==> config.mk <==
export PLATFORM = sky130hd
export DESIGN_NAME = adc_poll_host
export DESIGN_NICKNAME = d
export VERILOG_FILES = /design/src/rtl/adc_poll_pkg.sv /design/src/rtl/adc_poll_clkgen.sv /design/src/rtl/adc_poll_seq.sv /design/src/rtl/adc_poll_capture.sv /design/src/rtl/adc_poll_host.sv
export SDC_FILE = /design/constraint.sdc
export NUM_CORES = 1
export LEC_CHECK = 0
export ABC_CLOCK_PERIOD_IN_PS = 3900
export BUFFER_PORTS_ARGS = -buffer_cell sky130_fd_sc_hd__buf_4
export CAP_MARGIN = 20
export CORE_AREA = 2 2 99 101
export CTS_CLUSTER_SIZE = 20
export DETAILED_ROUTE_END_ITERATION = 10
export DIE_AREA = 0 0 101 103
export GPL_TIMING_DRIVEN = 0
export PLACE_DENSITY = 0.57
export SYNTH_ARGS = -nofsm -noshare
export SYNTH_HDL_FRONTEND = slang
export SYNTH_SLANG_ARGS = --single-unit
export TNS_END_PERCENT = 20
==> constraint.sdc <==
create_clock -name clk -period 3.9 [get_ports clk]
set_input_delay 0.195 -clock clk [delete_from_list [all_inputs] [get_ports clk]]
set_output_delay 0.195 -clock clk [all_outputs]
set_load 0.01 [all_outputs]
==> src/rtl/adc_poll_pkg.sv <==
`timescale 1ns/1ps
package adc_poll_pkg;

    localparam int RES_W     = 10;
    localparam int CH_W      = 2;
    localparam int CTRL_W    = 8;
    localparam int FRAME_LEN = 16;
    localparam int CYC_W     = $clog2(FRAME_LEN);
    // frame cycle whose rising edge samples the result MSB
    localparam int CAP_FIRST = 9;
    // cycle of the following frame whose rising edge samples the LSB
    localparam int CAP_LAST  = 2;

    typedef enum logic [1:0] {
        PH_WAIT,
        PH_FLUSH,
        PH_FRAME
    } phase_e;

    typedef struct packed {
        logic       single;
        logic       bipolar;
        logic [1:0] pwr;
    } cfg_t;

    typedef struct packed {
        logic [CH_W-1:0]  chan;
        logic [RES_W-1:0] data;
    } result_t;

    // input index -> select code (non-binary)
    function automatic logic [2:0] sel_code(input logic [CH_W-1:0] ch);
        return {ch[0], ch[1], ~ch[1]};
    endfunction

    function automatic logic [CTRL_W-1:0] ctrl_byte(input logic [CH_W-1:0] ch,
                                                    input cfg_t c);
        return {1'b1, sel_code(ch), c.bipolar, c.single, c.pwr};
    endfunction

endpackage

==> src/rtl/adc_poll_clkgen.sv <==
`timescale 1ns/1ps
module adc_poll_clkgen #(
    parameter int DIV_W   = 10,
    parameter int DIV_MAX = 900
) (
    input  logic             clk,
    input  logic             rst,
    input  logic             run,
    input  logic             hold,
    input  logic [DIV_W-1:0] div_half,
    output logic             sclk,
    output logic             rise_ev,
    output logic             fall_ev
);
    localparam logic [DIV_W-1:0] LIM_MAX = DIV_W'(DIV_MAX);

    logic [DIV_W-1:0] lim;
    logic [DIV_W-1:0] cnt;
    logic             at_lim;

    always_comb begin
        lim = div_half;
        if (lim == '0)
            lim = DIV_W'(1);
        if (lim > LIM_MAX)
            lim = LIM_MAX;
        at_lim  = run && (cnt >= lim - DIV_W'(1));
        rise_ev = at_lim && !sclk && !hold;
        fall_ev = at_lim && sclk;
    end

    always_ff @(posedge clk) begin
        if (rst || !run) begin
            cnt  <= '0;
            sclk <= 1'b0;
        end else if (rise_ev || fall_ev) begin
            cnt  <= '0;
            sclk <= ~sclk;
        end else if (!at_lim) begin
            cnt <= cnt + DIV_W'(1);
        end
    end

endmodule

==> src/rtl/adc_poll_seq.sv <==
`timescale 1ns/1ps
module adc_poll_seq
    import adc_poll_pkg::*;
#(
    parameter int POR_CYCLES = 2000
) (
    input  logic                clk,
    input  logic                rst,
    input  logic                fall_ev,
    input  cfg_t                cfg,
    output phase_e              phase,
    output logic [CYC_W-1:0]    cyc,
    output logic                din,
    output logic [CH_W-1:0]     tag,
    output logic                have_prev,
    output logic                run,
    output logic                cs_n
);
    localparam int POR_W = $clog2(POR_CYCLES + 1);
    localparam logic [CYC_W-1:0] CYC_END = CYC_W'(FRAME_LEN - 1);

    logic [POR_W-1:0]  por_cnt;
    logic [CTRL_W-1:0] tx_sh;
    logic [CH_W-1:0]   chan;

    assign din  = tx_sh[CTRL_W-1];
    assign cs_n = (phase == PH_WAIT);
    assign run  = (phase != PH_WAIT);

    always_ff @(posedge clk) begin
        if (rst) begin
            phase     <= PH_WAIT;
            por_cnt   <= '0;
            cyc       <= '0;
            tx_sh     <= '0;
            chan      <= '0;
            tag       <= '0;
            have_prev <= 1'b0;
        end else begin
            unique case (phase)
                PH_WAIT: begin
                    if (por_cnt == POR_W'(POR_CYCLES - 1))
                        phase <= PH_FLUSH;
                    else
                        por_cnt <= por_cnt + POR_W'(1);
                end
                PH_FLUSH: begin
                    if (fall_ev) begin
                        cyc <= cyc + CYC_W'(1);
                        if (cyc == CYC_END) begin
                            phase <= PH_FRAME;
                            chan  <= '0;
                            tx_sh <= ctrl_byte('0, cfg);
                        end
                    end
                end
                PH_FRAME: begin
                    if (fall_ev) begin
                        cyc <= cyc + CYC_W'(1);
                        if (cyc == CYC_END) begin
                            chan      <= chan + CH_W'(1);
                            tag       <= chan;
                            have_prev <= 1'b1;
                            tx_sh     <= ctrl_byte(chan + CH_W'(1), cfg);
                        end else begin
                            tx_sh <= {tx_sh[CTRL_W-2:0], 1'b0};
                        end
                    end
                end
                default: phase <= PH_WAIT;
            endcase
        end
    end

endmodule

==> src/rtl/adc_poll_capture.sv <==
`timescale 1ns/1ps
module adc_poll_capture
    import adc_poll_pkg::*;
(
    input  logic             clk,
    input  logic             rst,
    input  logic             rise_ev,
    input  logic             in_frame,
    input  logic [CYC_W-1:0] cyc,
    input  logic             have_prev,
    input  logic             dout,
    input  logic [CH_W-1:0]  tag,
    input  logic             res_ready,
    output logic             res_valid,
    output result_t          res,
    output logic             hold
);
    logic [RES_W-1:0] rx_sh;
    logic             in_win;
    logic             last_bit;

    always_comb begin
        in_win   = in_frame && ((cyc >= CYC_W'(CAP_FIRST)) ||
                                (have_prev && (cyc <= CYC_W'(CAP_LAST))));
        last_bit = in_frame && have_prev && (cyc == CYC_W'(CAP_LAST));
        hold     = last_bit && res_valid && !res_ready;
    end

    always_ff @(posedge clk) begin
        if (rst) begin
            rx_sh     <= '0;
            res_valid <= 1'b0;
            res       <= '0;
        end else begin
            if (res_valid && res_ready)
                res_valid <= 1'b0;
            if (rise_ev && in_win)
                rx_sh <= {rx_sh[RES_W-2:0], dout};
            if (rise_ev && last_bit) begin
                res_valid <= 1'b1;
                res.data  <= {rx_sh[RES_W-2:0], dout};
                res.chan  <= tag;
            end
        end
    end

endmodule

==> src/rtl/adc_poll_host.sv <==
`timescale 1ns/1ps
module adc_poll_host
    import adc_poll_pkg::*;
#(
    parameter int POR_CYCLES = 2000,
    parameter int DIV_W      = 10,
    parameter int DIV_MAX    = 900
) (
    input  logic             clk,
    input  logic             rst,
    input  logic [DIV_W-1:0] div_half,
    input  logic             cfg_single,
    input  logic             cfg_bipolar,
    input  logic [1:0]       cfg_pwr,
    output logic             adc_cs_n,
    output logic             adc_sclk,
    output logic             adc_din,
    input  logic             adc_dout,
    output logic             res_valid,
    input  logic             res_ready,
    output logic [9:0]       res_data,
    output logic [1:0]       res_chan
);
    cfg_t             cfg;
    phase_e           phase;
    logic [CYC_W-1:0] cyc;
    logic [CH_W-1:0]  tag;
    logic             have_prev;
    logic             run;
    logic             hold;
    logic             rise_ev;
    logic             fall_ev;
    result_t          res;

    assign cfg = '{single: cfg_single, bipolar: cfg_bipolar, pwr: cfg_pwr};

    adc_poll_clkgen #(
        .DIV_W   (DIV_W),
        .DIV_MAX (DIV_MAX)
    ) u_clk (
        .clk      (clk),
        .rst      (rst),
        .run      (run),
        .hold     (hold),
        .div_half (div_half),
        .sclk     (adc_sclk),
        .rise_ev  (rise_ev),
        .fall_ev  (fall_ev)
    );

    adc_poll_seq #(
        .POR_CYCLES (POR_CYCLES)
    ) u_seq (
        .clk       (clk),
        .rst       (rst),
        .fall_ev   (fall_ev),
        .cfg       (cfg),
        .phase     (phase),
        .cyc       (cyc),
        .din       (adc_din),
        .tag       (tag),
        .have_prev (have_prev),
        .run       (run),
        .cs_n      (adc_cs_n)
    );

    adc_poll_capture u_cap (
        .clk       (clk),
        .rst       (rst),
        .rise_ev   (rise_ev),
        .in_frame  (phase == PH_FRAME),
        .cyc       (cyc),
        .have_prev (have_prev),
        .dout      (adc_dout),
        .tag       (tag),
        .res_ready (res_ready),
        .res_valid (res_valid),
        .res       (res),
        .hold      (hold)
    );

    assign res_data = res.data;
    assign res_chan = res.chan;

endmodule

Word level (Yosys, flattened, before mapping)
Index checks and enable logic that the tools add are counted.
{ "totals": {"elab_cells": 87, "in_bits": 18, "register_bits": 63} }
{ "op_classes": {"addsub": 5, "n_bitwise": 4, "n_eq_ne": 10, "n_mux": 18, "n_reduce_logical": 33, "magnitude_cmp": 4} }
{ "op_table": {"columns": ["op", "n"], "rows": [
  ["8-bit two-way mux", 4],
  ["10-bit two-way mux", 2],
  ["8-bit case mux with 2 select lines", 1],
  ["2-bit two-way mux", 7],
  ["1-bit logical AND", 13],
  ["11-bit by 1-bit adder with 11-bit output, second input constant", 1],
  ["11-bit == test, second input constant", 1],
  ["10-bit by 1-bit adder with 10-bit output, second input constant", 1],
  ["10-bit greater-or-equal comparator", 1],
  ["10-bit > comparator, second input constant", 1],
  ["10-bit logical NOT", 1],
  ["10-bit by 1-bit subtractor with 10-bit output, second input constant", 1],
  ["4-bit AND reduction", 2],
  ["2-bit inequality test, second input constant", 3],
  ["2-bit case mux with 3 select lines", 1],
  ["2-bit nonzero test", 3],
  ["5-bit AND reduction", 1],
  ["4-bit by 1-bit adder with 4-bit output, second input constant", 1],
  ["4-bit by 2-bit == test with 1-bit output, second input constant", 1],
  ["4-bit == test, second input constant", 1],
  ["4-bit greater-or-equal comparator, second input constant", 1],
  ["4-bit by 2-bit <= comparator with 1-bit output, second input constant", 1],
  ["1-bit logical NOT", 4],
  ["2-bit by 1-bit inequality test with 1-bit output, second input constant", 2],
  ["11 further kinds", 19]
]} }

Longest topological paths before layout
{ "logic_depth": {"ltp_word": 11, "mapped_depth": 18, "mapped_depth_nobuf": 14} }

Modules after synthesis
Synthesis repeated with hierarchy kept, for this count alone.
{ "hier_totals": {"hier_cells": 367, "hier_area_um2": 3308.2} }
{ "by_module_without_submodules": {"columns": ["module", "seq_area_each_um2", "area_per_inst_um2", "cells_each", "n_inst"], "rows": [
  ["adc_poll_seq", 600.6, 1428.9, 163, 1],
  ["adc_poll_clkgen", 220.2, 978.4, 120, 1],
  ["adc_poll_capture", 440.4, 887.1, 83, 1],
  ["adc_poll_host", 0.0, 13.8, 1, 1]
]} }

Worst setup path after synthesis
No wires, ideal clock.
{ "synth_path": {"path_type": "input -> register", "from": "input port div_half[5]", "to": "register u_seq.tx_sh[5]", "stages": 16, "path_buffers": 2, "setup_ps": 70, "t_arrival_ps": 3575, "setup_slack_ps": 254, "required_ps": 3830, "cell_sequence": "or3_1 -> clkbuf_1 -> nor4_1 -> and3b_1 -> o22ai_1 -> ha_1 -> nand2_1 -> o311ai_0 -> o21a_1 -> ha_1 -> nand4_1 -> or3b_1 -> o221a_1 -> buf_2 -> or4_1 -> a21oi_1"} }
{ "synth_via": {"elab_chain_len": 10} }
{ "synth_lines": {"columns": ["item", "line_no", "source"], "rows": [
  ["from (decl)", "adc_poll_host.sv:11", "input logic [DIV_W-1:0] div_half,"],
  ["10-bit logical NOT", "adc_poll_clkgen.sv:23", "if (lim == '0)"],
  ["10-bit two-way mux *", "adc_poll_clkgen.sv:23", null],
  ["10-bit > comparator", "adc_poll_clkgen.sv:25", "if (lim > LIM_MAX)"],
  ["10-bit two-way mux *", "adc_poll_clkgen.sv:25", null],
  ["10-bit by 1-bit subtractor with 10-bit output *", "adc_poll_clkgen.sv:27", "at_lim = run && (cnt >= lim - DIV_W'(1));"],
  ["10-bit greater-or-equal comparator *", "adc_poll_clkgen.sv:27", null],
  ["1-bit logical AND *", "adc_poll_clkgen.sv:27", null],
  ["1-bit logical AND *", "adc_poll_clkgen.sv:29", "fall_ev = at_lim && sclk;"],
  ["2-bit inequality test (no line)", null, null],
  ["4-bit AND reduction (no line) *", null, null],
  ["to (signal assigned)", "adc_poll_seq.sv:53", "tx_sh <= ctrl_byte('0, cfg);"],
  ["to (signal assigned)", "adc_poll_seq.sv:64", "tx_sh <= ctrl_byte(chan + CH_W'(1), cfg);"],
  ["to (signal assigned)", "adc_poll_seq.sv:66", "tx_sh <= {tx_sh[CTRL_W-2:0], 1'b0};"],
  ["to (decl)", "adc_poll_seq.sv:23", "logic [CTRL_W-1:0] tx_sh;"]
]} }
Every way passes the cells marked *; elsewhere a longest branch is shown, timed or not.
A chain may end at the register's enable or synchronous reset.

Worst setup path after layout
{ "layout_path": {"from": "input port div_half[5]", "to": "register u_clk.cnt[2]"} }
{ "layout_via": {"elab_chain_len": 11} }
{ "layout_lines": {"columns": ["item", "line_no", "source"], "rows": [
  ["10-bit logical NOT", "adc_poll_clkgen.sv:23", null],
  ["10-bit two-way mux *", "adc_poll_clkgen.sv:23", null],
  ["10-bit > comparator", "adc_poll_clkgen.sv:25", null],
  ["10-bit two-way mux *", "adc_poll_clkgen.sv:25", null],
  ["10-bit by 1-bit subtractor with 10-bit output *", "adc_poll_clkgen.sv:27", null],
  ["10-bit greater-or-equal comparator *", "adc_poll_clkgen.sv:27", null],
  ["1-bit logical AND *", "adc_poll_clkgen.sv:27", null],
  ["1-bit logical AND (2 in series)", "adc_poll_clkgen.sv:28", "rise_ev = at_lim && !sclk && !hold;"],
  ["1-bit logical OR", "adc_poll_clkgen.sv:36", "end else if (rise_ev || fall_ev) begin"],
  ["2-bit OR reduction (no line)", null, null],
  ["to (signal assigned)", "adc_poll_clkgen.sv:40", "cnt <= cnt + DIV_W'(1);"],
  ["to (decl)", "adc_poll_clkgen.sv:18", "logic [DIV_W-1:0] cnt;"]
]} }
Marks and branches as above.

==> run metrics <==
status complete, no violations; clock root cell clkbuf_8; nets 515; Hold Crit Depth 3; Synth async-reset ratio 0%; drt initial violations 130; Sw Pwr 0.402 mW; Setup crit start kind input pin; WL met2 4.37 mm; Comb pwr share 11.8%; final setup vio count 0; Cells after Synth 433; DP HPWL 6.46 mm; Slowest-stage cell, CP or3_4; number of max-cap violations 0; top_reg_cell synth dfxtp_1; Slew Viols, Final 0; DR pass1 iterations 4; CTS tree yes; Clock Power Share 44.9%; total number of vias 3375; htree depth 3; fin crit share 92.9%; Synth Net Count 471; footprint of the multi-input gates 0.00207 sq mm; crit-path max FO 10; clock sinks 63; final instance area 0.00418 sq mm; Cell Chain, Critical Path buf_4 -> or3_4 -> nor4_4 -> and3b_1 -> o22ai_1 -> ha_2 -> nand2_1 -> o311ai_0 -> o21a_1 -> ha_1 -> nand4_1 -> or3b_4 -> o221a_1 -> buf_2 -> clkbuf_4 -> clkbuf_4 -> o211ai_1 -> mux2i_1; sw frac 25.8%; WL met1 4.19 mm; first-pass GRT wire length 15.2 mm; fin crit period 3.62 ns; layout cells sized above 1 13.7%; Die Span Y 103 um; Reg area 0.00126 sq mm; CP most frequent cell clkbuf_4; post-synth cell types 48; Max-slew headroom 36.0%; syn avg cell area 8.07 sq um; most frequent cells in the layout dfxtp_1 (63), a21oi_1 (48), o21ai_0 (42), nand3_1 (35), buf_4 (34); Largest stage delay, worst path 0.43 ns; crit path kind in2reg; clk_lat worst skew 0.34 ns; initial antenna violation count 0; DP Area 0.00389 sq mm; IO buf count 33; num ports 34; sequential power share 43.3%; deepest clock path buffer count 2; vias per cell 5.66; Worst EP arrival 3.84 ns; top layer in use met4; n_diodes 0; total core area 0.00946 sq mm; area delta synth->final 19.5%; placer congestion estimate 0.823; EDFF count, synth 0; Post-Route WL 9.02 mm; Seq/Total Area, Yosys 36.1%; vias in the first global route 3231; largest net degree at the start of global routing 13; worst slew pin tran 0.953 ns; die area 0.0104 sq mm; Die Width 101 um; CTS hold repair buffers 0; Post-CTS Setup Inserts 0; fmax 276 MHz; Pwr Density 373 mW/mm^2; commonest non-fill, non-tap cell in the layout dfxtp_1; starting density of the core 37.0%; Overflow after GRT 0; endpoint type of the worst setup path flip-flop; Post-DRT Antenna Nets 0; Max VDD drop 226 uV; FF+latch count, synth 63; drc violations 0; number of placement rows 36; total track usage 18.0%; WHS 0.120 ns; final hold violations 0; Max Clock Skew 0.00769 ns; Post-Syn Area 0.00350 sq mm; fill cell count 966; FF-to-FF path depth 8; wire per inst 15.1 um; Int Pwr 1.16 mW; Hold WC Path Type in2reg; CTS Buf Count 9; yosys warns 0; metal3 WL 307 um; RSZ-0062 raised after global routing false; leakage 1.51 nW; Worst Path Required 4.12 ns; Worst-path clk slew 0.07 ns
## through the flow
step	TNS [ns]	std cells	worst slack, ns	power [mW]	util [%]
final	0	596	0.278	1.56	44.2
after global routing	0	596	0.0141	1.63	44.2
after floorplan	0	433	0.254	0.805	-
after CTS	-0.00559	597	-0.00559	1.57	44.0
after detailed placement	-24.69	581	-0.556	0.870	41.1
after global placement	-22.18	580	-0.511	0.864	41.1
## power groups by stage
stage          clock network, mW  registers (mW)  logic [mW]
2_1_floorplan                  0           0.686       0.120
3_3_place_gp                   0           0.689       0.175
3_5_place_dp                   0           0.689       0.180
4_1_cts                    0.712           0.674       0.183
5_1_grt                    0.737           0.679       0.209
6_report                   0.699           0.675       0.184
## path summary, 6_finish.rpt
path,from,to,slack [ns]
min,adc_dout,u_cap.rx_sh[0],0.12
min reg2reg,u_cap.rx_sh[8],u_cap.res[9],0.47
max reg2reg,u_clk.cnt[3],u_clk.cnt[1],1.35
max,div_half[5],u_clk.cnt[2],0.28
## cell families after synthesis
group,synth area share [%]
flip-flops,36.1
XOR/XNOR,3.51
AO/OA/AOI/OAI,23.1
AND/OR/NAND/NOR,20.4
multiplexers,4.04
adder cells (fa/ha/maj),7.16
buffers and inverters,5.69
## layer usage
layer  track usage [%]  vias up
met5                 0        -
met4              6.96        0
met3              2.44       10
met2              31.5       70
met1              22.7     1618
li1                  -     1677
## synth_stat cells, types with 2 or more instances
master      n  share of area [%]
dfxtp_1    63                 36
a21oi_1    48                6.9
o21ai_0    42                6.0
nand3_1    35                5.0
nor2_1     31                3.3
clkbuf_1   24                2.6
inv_1      21                2.3
ha_1       20                7.2
o211ai_1   18                3.9
nand2_1    14                1.5
mux2i_1    13                3.7
or3_1      11                2.0
nor3_1     10                1.4
nand4_1     9                1.6
xor2_1      8                2.0
buf_2       6               0.86
xnor2_1     6                1.5
and3_1      5               0.89
nand2b_1    5               0.89
or4_1       5                1.1
nor4_1      4               0.72
o2111ai_1   3               0.75
a21o_1      2               0.43
a221oi_1    2               0.50
a31oi_1     2               0.36
nor2b_1     2               0.36
o21a_1      2               0.43
o22ai_1     2               0.36
## worst max-delay path, delay by kind of cell
kind / cells / cell delay [ns]
AOI/OAI and AO/OA: 5 / 0.81
adders and majority gates: 2 / 0.49
buffers and inverters: 4 / 0.73
muxes: 1 / 0.09
and+or+nand+nor: 6 / 1.52
## area by class of cell
type / instances / area share (%)
Multi-Input combinational cell: 319 / 49.6
Sequential cell: 63 / 30.2
Timing Repair Buffer: 34 / 6.05
Tap cell: 114 / 3.41
Buffer: 29 / 3.02
Clock buffer: 9 / 2.96
Clock inverter: 7 / 2.87
Inverter: 21 / 1.89
## registers in the layout, summed over array words and instances, names as in the netlist
| name | flops |
|---|---|
| u_clk.sclk | 1 |
| u_seq.cyc | 4 |
| u_cap.res_valid | 1 |
| u_seq.tag | 2 |
| u_seq.por_cnt | 11 |
| u_seq.tx_sh | 8 |
| u_seq.phase | 2 |
| u_seq.have_prev | 1 |
| u_seq.chan | 2 |
| u_cap.rx_sh | 9 |
| u_clk.cnt | 10 |
| u_cap.res | 12 |
## repair_timing
item / 4_1_cts / 5_1_grt
hold endpoints to repair: 0 / 0
resized for setup: 5 / 8
setup endpoints to repair: 50 / 51
No activity file was read; power rests on OpenSTA's default activity.
